`src/rtl/peer_setup_pkg.sv`:
```
package peer_setup_pkg;
  typedef enum logic [2:0] {
    ST_VER  = 3'd0,
    ST_ID   = 3'd1,
    ST_RUN  = 3'd2,
    ST_DONE = 3'd3,
    ST_FAIL = 3'd4
  } setup_st_e;

  typedef enum logic [1:0] {
    MM_AUTO = 2'b00,
    MM_OFF  = 2'b01,
    MM_ON   = 2'b10
  } master_mode_e;

  localparam int unsigned MSG_BYTES = 8;
  localparam int unsigned ID_W      = 16;
endpackage

```
`src/rtl/psp_byte_asm.sv`:
```
module psp_byte_asm #(
  parameter int unsigned MSG_BYTES = 8,
  localparam int unsigned CNT_W = $clog2(MSG_BYTES),
  localparam int unsigned MSG_W = 8 * MSG_BYTES
) (
  input  logic             clk_i,
  input  logic             rst_ni,
  input  logic [7:0]       byte_i,
  input  logic             take_i,
  input  logic             handle_i,
  output logic [MSG_W-1:0] msg_o,
  output logic             msg_v_o,
  output logic             handle_o
);
  logic [CNT_W-1:0] idx_q;
  logic [MSG_W-9:0] part_q;

  always_ff @(posedge clk_i or negedge rst_ni) begin
    if (!rst_ni) begin
      idx_q    <= '0;
      part_q   <= '0;
      msg_o    <= '0;
      msg_v_o  <= 1'b0;
      handle_o <= 1'b0;
    end else begin
      msg_v_o <= 1'b0;
      if (take_i) begin
        if (idx_q == CNT_W'(MSG_BYTES - 1)) begin
          msg_o    <= {byte_i, part_q};
          msg_v_o  <= 1'b1;
          handle_o <= handle_i;
          idx_q    <= '0;
        end else begin
          part_q[idx_q*8 +: 8] <= byte_i;
          idx_q                <= idx_q + 1'b1;
        end
      end
    end
  end
endmodule

```
`src/rtl/psp_peer_table.sv`:
```
module psp_peer_table #(
  parameter int unsigned MAX_PEERS   = 32,
  parameter int unsigned INIT_PEERS  = 16,
  parameter int unsigned NUM_VECTORS = 4,
  localparam int unsigned PEER_W = $clog2(MAX_PEERS),
  localparam int unsigned CNT_W  = $clog2(NUM_VECTORS + 1),
  localparam int unsigned SLOT_W = PEER_W + 1
) (
  input  logic              clk_i,
  input  logic              rst_ni,
  input  logic [PEER_W-1:0] idx_i,
  input  logic              grow_i,
  input  logic              inc_i,
  input  logic              clr_i,
  input  logic [PEER_W-1:0] rd_idx_i,
  output logic [CNT_W-1:0]  cnt_at_idx_o,
  output logic [CNT_W-1:0]  rd_cnt_o,
  output logic [SLOT_W-1:0] slots_o
);
  logic [CNT_W-1:0] cnt_all [MAX_PEERS];

  for (genvar g = 0; g < MAX_PEERS; g++) begin : g_ent
    logic [CNT_W-1:0] c_q;
    logic             hit;
    assign hit = (idx_i == PEER_W'(g));
    always_ff @(posedge clk_i or negedge rst_ni) begin
      if (!rst_ni)           c_q <= '0;
      else if (inc_i && hit) c_q <= c_q + 1'b1;
      else if (clr_i && hit) c_q <= '0;
    end
    assign cnt_all[g] = c_q;
  end

  assign cnt_at_idx_o = cnt_all[idx_i];
  assign rd_cnt_o     = cnt_all[rd_idx_i];

  always_ff @(posedge clk_i or negedge rst_ni) begin
    if (!rst_ni) slots_o <= SLOT_W'(INIT_PEERS);
    else if (grow_i && ({1'b0, idx_i} >= slots_o))
      slots_o <= {1'b0, idx_i} + SLOT_W'(1);
  end
endmodule

```
`src/rtl/peer_setup_parser.sv`:
```
module peer_setup_parser
  import peer_setup_pkg::*;
#(
  parameter logic [63:0] PROTO_VER   = 64'd0,
  parameter int unsigned NUM_VECTORS = 4,
  parameter int unsigned MAX_PEERS   = 32,
  parameter int unsigned INIT_PEERS  = 16,
  localparam int unsigned PEER_W = $clog2(MAX_PEERS),
  localparam int unsigned CNT_W  = $clog2(NUM_VECTORS + 1),
  localparam int unsigned SLOT_W = PEER_W + 1
) (
  input  logic              clk_i,
  input  logic              rst_ni,
  input  logic [7:0]        byte_i,
  input  logic              byte_valid_i,
  output logic              byte_ready_o,
  input  logic              handle_i,
  input  logic [1:0]        master_mode_i,
  input  logic [PEER_W-1:0] rd_idx_i,
  output logic [CNT_W-1:0]  rd_count_o,
  output logic [SLOT_W-1:0] slots_o,
  output logic [ID_W-1:0]   own_id_o,
  output logic              master_o,
  output logic              setup_done_o,
  output logic              setup_fail_o,
  output logic              err_o
);
  localparam logic [ID_W-1:0] MAXP = ID_W'(MAX_PEERS);

  setup_st_e          st_q, st_d;
  logic [63:0]        msg;
  logic signed [63:0] msg_s;
  logic               msg_v, hdl;
  logic [ID_W-1:0]    own_d;
  logic               mst_d, err_d;
  logic               grow, inc, clr;
  logic [CNT_W-1:0]   cnt_at;
  logic               is_grant, is_bad, in_tbl, evt_err;

  assign byte_ready_o = (st_q != ST_FAIL);

  psp_byte_asm #(.MSG_BYTES(MSG_BYTES)) u_asm (
    .clk_i    (clk_i),
    .rst_ni   (rst_ni),
    .byte_i   (byte_i),
    .take_i   (byte_valid_i && byte_ready_o),
    .handle_i (handle_i),
    .msg_o    (msg),
    .msg_v_o  (msg_v),
    .handle_o (hdl)
  );

  psp_peer_table #(
    .MAX_PEERS  (MAX_PEERS),
    .INIT_PEERS (INIT_PEERS),
    .NUM_VECTORS(NUM_VECTORS)
  ) u_tbl (
    .clk_i       (clk_i),
    .rst_ni      (rst_ni),
    .idx_i       (msg[PEER_W-1:0]),
    .grow_i      (grow),
    .inc_i       (inc),
    .clr_i       (clr),
    .rd_idx_i    (rd_idx_i),
    .cnt_at_idx_o(cnt_at),
    .rd_cnt_o    (rd_count_o),
    .slots_o     (slots_o)
  );

  assign msg_s    = $signed(msg);
  assign is_grant = (msg == '1);
  assign is_bad   = (msg_s < -64'sd1) || (msg_s > 64'sd65535);
  assign in_tbl   = (msg[ID_W-1:0] < MAXP);

  always_comb begin
    st_d    = st_q;
    own_d   = own_id_o;
    mst_d   = master_o;
    err_d   = 1'b0;
    grow    = 1'b0;
    inc     = 1'b0;
    clr     = 1'b0;
    evt_err = 1'b0;
    if (msg_v) begin
      unique case (st_q)
        ST_VER: begin
          if (hdl || msg != PROTO_VER) evt_err = 1'b1;
          else                         st_d = ST_ID;
        end
        ST_ID: begin
          if (hdl || msg_s < 64'sd0 || msg_s > 64'sd65535) begin
            evt_err = 1'b1;
          end else if (master_mode_i == MM_ON && msg[ID_W-1:0] != '0) begin
            evt_err = 1'b1;
          end else begin
            own_d = msg[ID_W-1:0];
            mst_d = (master_mode_i == MM_ON) ||
                    (master_mode_i == MM_AUTO && msg[ID_W-1:0] == '0);
            st_d  = ST_RUN;
          end
        end
        ST_RUN, ST_DONE: begin
          if (is_bad) evt_err = 1'b1;
          else if (is_grant) begin
            if (st_q == ST_DONE) evt_err = 1'b1;
            else                 st_d = ST_DONE;
          end else if (!in_tbl) evt_err = 1'b1;
          else begin
            grow = 1'b1;
            if (hdl) begin
              if (cnt_at == CNT_W'(NUM_VECTORS)) evt_err = 1'b1;
              else                               inc = 1'b1;
            end else begin
              if (msg[ID_W-1:0] == own_id_o) evt_err = 1'b1;
              else                           clr = 1'b1;
            end
          end
        end
        default: ;
      endcase
      if (evt_err) begin
        err_d = 1'b1;
        if (st_q != ST_DONE) st_d = ST_FAIL;
      end
    end
  end

  always_ff @(posedge clk_i or negedge rst_ni) begin
    if (!rst_ni) begin
      st_q     <= ST_VER;
      own_id_o <= '0;
      master_o <= 1'b0;
      err_o    <= 1'b0;
    end else begin
      st_q     <= st_d;
      own_id_o <= own_d;
      master_o <= mst_d;
      err_o    <= err_d;
    end
  end

  assign setup_done_o = (st_q == ST_DONE);
  assign setup_fail_o = (st_q == ST_FAIL);
endmodule

```
`config.mk`:
```
export PLATFORM = sky130hd
export DESIGN_NAME = peer_setup_parser
export DESIGN_NICKNAME = d
export VERILOG_FILES = /design/src/rtl/peer_setup_pkg.sv /design/src/rtl/psp_byte_asm.sv /design/src/rtl/psp_peer_table.sv /design/src/rtl/peer_setup_parser.sv
export SDC_FILE = /design/constraint.sdc
export NUM_CORES = 1
export LEC_CHECK = 0
export BUFFER_PORTS_ARGS = -buffer_cell sky130_fd_sc_hd__buf_2
export CAP_MARGIN = 0
export CORE_MARGIN = 2
export CORE_UTILIZATION = 34
export CTS_BUF_LIST = sky130_fd_sc_hd__clkbuf_2
export DETAILED_ROUTE_END_ITERATION = 10
export PLACE_DENSITY_LB_ADDON = 0.2
export SLEW_MARGIN = 20
export SYNTH_ARGS = -nofsm -noshare
export SYNTH_HDL_FRONTEND = slang
export SYNTH_SLANG_ARGS = --single-unit
```
`constraint.sdc`:
```
create_clock -name clk_i -period 4 [get_ports clk_i]
set_input_delay 0.2 -clock clk_i [delete_from_list [all_inputs] [get_ports clk_i]]
set_output_delay 0.2 -clock clk_i [all_outputs]
set_load 0.02 [all_outputs]
```
==> impl_metrics.toml <==
[outcome]
run_status = "finished, final reports clean"

[routing]
vias_per_cell = 5.37
drt.antenna.violating_nets = 0
wl_um = 37500
drc = 0
vias = 10045
drt_iter0_drc = 606
wl_per_cell_um = 20.0
dr.pass1.iters = 9

[logic_synthesis]
synth_edf_count = 0
async_flop_share_pct = 100
seq_area_frac_synth_pct = 47.7
ys.flop_type = "dfrtp_1"
syn_area_per_cell_sq_um = 10.7
ys_ff_latch = 248
netlist_area_sq_um = 13000
yosys.cell_types.count = 69
synth.net_count = 1284
syn_inst = 1218
ys_warn_count = 0

[grt]
overflow = 0
grt_pass1_wl_um = 59100
grt_antenna_before_repair = 1
grt_pass1_vias = 10221
groute.usage.overall_pct = 19.6
grt_max_degree = 110

[clock_network]
numCtsBuffers = 70
cts-root-buf = "clkbuf_2"
clk_latency_ns = 0.96
cts_setup_buffers = 0
cts_sinks = 248
cts_tree = "done"
cts_max_path_buffers = 3
path_clk_slew_ns = 0.10
htree_num_levels = 3

[timing]
finalHoldViolCount = 0
worstMarginPinSlew_ns = 0.860
setup_viol = 0
rsz0062_at_grt = "false"
period_needed_ns = 3.57
finalClockSkew_ns = 0.0970
fmax_mhz = 280
finalCritPeriodShare_pct = 89.2
slew_violations = 0
tns_ns = 0
slew_headroom_pct = 42.7

[worst_setup_path]
required_ns = 4.90
r2r-start = "u_asm.msg_o[0]"
r2r_cells = 10
worst-endpoint-arrival_ns = 4.46
crit_start = "u_asm.msg_o[0]"
regToRegSetupSlack_ns = 0.43
crit_type = "register to register"
crit_end = "master_o"
startpoint_type = "register"
critical_path.max_fanout = 21
regToRegEndpoint = "master_o"
worst_setup_path_end_kind = "register"

[placement]
dpl_cell_area_sq_um = 13800
portBuffers = 48
dp_hpwl_um = 24700
place_congestion = 0.808

[floorplan]
die_x_um = 200
rows = 71
fp.coreArea_sq_um = 37700
fp.dieH_um = 200
initial_utilization_pct = 34.6
dieArea_sq_um = 39900
io_pins = 49

[power_and_ir_drop]
irDropWorstVdd_mv = 0.390
power_density_nw_per_um2 = 544
leakagePower_nw = 6.92

[hold_path]
hp-class = "primary input to register"

[layout]
area_growth_pct = 12.5
nNetsFinal = 1378
drive_above_1_share_pct = 22.6
design_area_sq_um = 14600

[job]
maxCapViolCount = 0
per-stage QoR:
| stage | utilization (%) | total power, W | std cells | hold slack, ns | setup WS (ns) |
|---|---|---|---|---|---|
| 2_1_floorplan | - | 0.00517 | 1218 | -0.0956 | 1.25 |
| 3_3_place_gp | 36.5 | 0.00597 | 1731 | 0.363 | 0.664 |
| 3_5_place_dp | 36.5 | 0.00600 | 1731 | 0.364 | 0.672 |
| 4_1_cts | 38.9 | 0.00806 | 1871 | 0.000681 | 0.392 |
| 5_1_grt | 38.9 | 0.00852 | 1872 | 0.0704 | 0.173 |
| 6_report | 38.9 | 0.00797 | 1872 | 0.109 | 0.434 |
area by class of cell:
type,instances,area (sq um)
repair buffers,89,651
multi-input cells,857,6310
inverters,46,173
fillers,3844,23000
well taps,511,639
clock inverters,19,154
clock buffers,101,505
diodes,1,2.50
flip-flops and latches,248,6210
cells in the final DEF, fill, tap and decap left out, types with 4 or more instances in the layout:
cell type / n
mux4_2: 30
nand3b_1: 5
nand2_1: 254
inv_1: 42
a21o_1: 19
nor2b_1: 4
or3_1: 4
buf_2: 47
o21ai_0: 47
ha_1: 47
dfrtp_1: 247
clkinv_1: 12
and2_0: 5
clkbuf_2: 101
nor3b_1: 4
nand3_1: 43
o21ai_1: 6
mux2_1: 6
a21oi_1: 12
buf_4: 19
and4_1: 5
mux2_2: 75
nor4bb_1: 11
a32o_1: 16
mux2i_1: 24
dlygate4sd3_1: 19
nand4_1: 41
nor2_1: 17
o41ai_1: 8
nor3_1: 16
a22o_1: 21
nor4b_1: 13
nand2b_1: 9
a311oi_1: 4
nor4_1: 38
and3_1: 4
xor2_1: 17
and2_1: 8
routing by layer:
metal	wire length (um)	part of all wire (%)	global-route usage, %	up-vias
li1	-	-	-	4672
met1	16700	45	25.4	5028
met2	17800	47	31.3	274
met3	1890	5.0	4.35	71
met4	1080	2.9	8.67	0
met5	0	0	0	-
cells by family after synthesis:
group / count (synthesis) / synth area share (%)
compound gates: 151 / 8.30
xor+xnor: 18 / 1.21
fa+ha+maj: 47 / 4.52
buf+inv: 113 / 3.86
flops: 248 / 47.7
mux: 135 / 14.0
simple gates: 506 / 20.4
what timing repair did:
item / 4_1_cts / 5_1_grt
hold endpoints to repair: 308 / 0
hold buffers: 20 / 0
gates resized for setup: 0 / 0
critical path: stages (launching register included):
cell,delay (ns)
dfrtp_1,0.46
clkinv_1,0.32
ha_1,0.21
buf_4,0.18
nor4b_4,0.40
and4_1,0.33
or2_1,0.14
nand2_1,0.05
or4_4,0.59
o31ai_1,0.26
dlygate4sd3_1,0.57
flip-flops by register name, indices dropped and copies added, names as in the netlist:
register,count
u_asm.idx_q,3
u_asm.part_q,56
u_tbl.slots_o,6
own_id_o,16
u_tbl.g_ent.c_q,96
u_asm.msg_o,64
u_asm.msg_v_o,1
st_q,3
master_o,1
u_asm.handle_o,1
err_o,1
report_power, final:
group / switching (W) / total [W] / internal [W]
clock network: 0.00116 / 0.00198 / 0.000818
logic: 0.00147 / 0.00240 / 0.000925
registers: 0.000536 / 0.00359 / 0.00306
total: 0.00317 / 0.00797 / 0.00480
cell usage after synthesis, drive strengths merged, types with 2 or more instances:
master / number / area [sq um]
and2: 13 / 81.3
o22ai: 2 / 12.5
a21oi: 12 / 60.1
xor2: 17 / 149
mux2: 81 / 912
nand2b: 9 / 56.3
mux2i: 24 / 240
nand3: 44 / 220
or4: 4 / 33.8
nor4: 43 / 327
a32o: 16 / 160
o311ai: 2 / 17.5
buf: 28 / 184
nor3: 18 / 100
a311oi: 4 / 35.0
a21o: 19 / 143
o31ai: 2 / 15.0
o221a: 2 / 22.5
nand3b: 5 / 37.5
nand4: 43 / 282
and4: 5 / 43.8
a31oi: 3 / 18.8
inv: 43 / 161
nor4b: 14 / 138
nor2b: 4 / 25.0
o41ai: 8 / 70.1
a22o: 21 / 184
nand2: 255 / 960
or3: 4 / 25.0
clkinv: 3 / 11.3
dfrtp: 247 / 6180
nor2: 19 / 76.3
and3: 4 / 25.0
o21ai: 53 / 265
clkbuf: 39 / 146
ha: 47 / 588
nor3b: 6 / 67.6
mux4: 30 / 676
nor4bb: 11 / 110
worst min-delay path by stage:
stage / cells after the start / endpoint / slack [ns] / startpoint
floorplan: 0 / err_o / -0.1 / rst_ni
global placement: 1 / u_tbl.g_ent[21].c_q[0] / 0.36 / rst_ni
detailed placement: 1 / u_tbl.g_ent[23].c_q[0] / 0.36 / rst_ni
CTS: 5 / u_asm.idx_q[0] / 0.0007 / byte_valid_i
global route: 4 / u_asm.msg_o[61] / 0.07 / byte_i[5]
finish: 5 / u_asm.idx_q[0] / 0.11 / byte_valid_i
No activity file was read; power rests on OpenSTA's default activity.
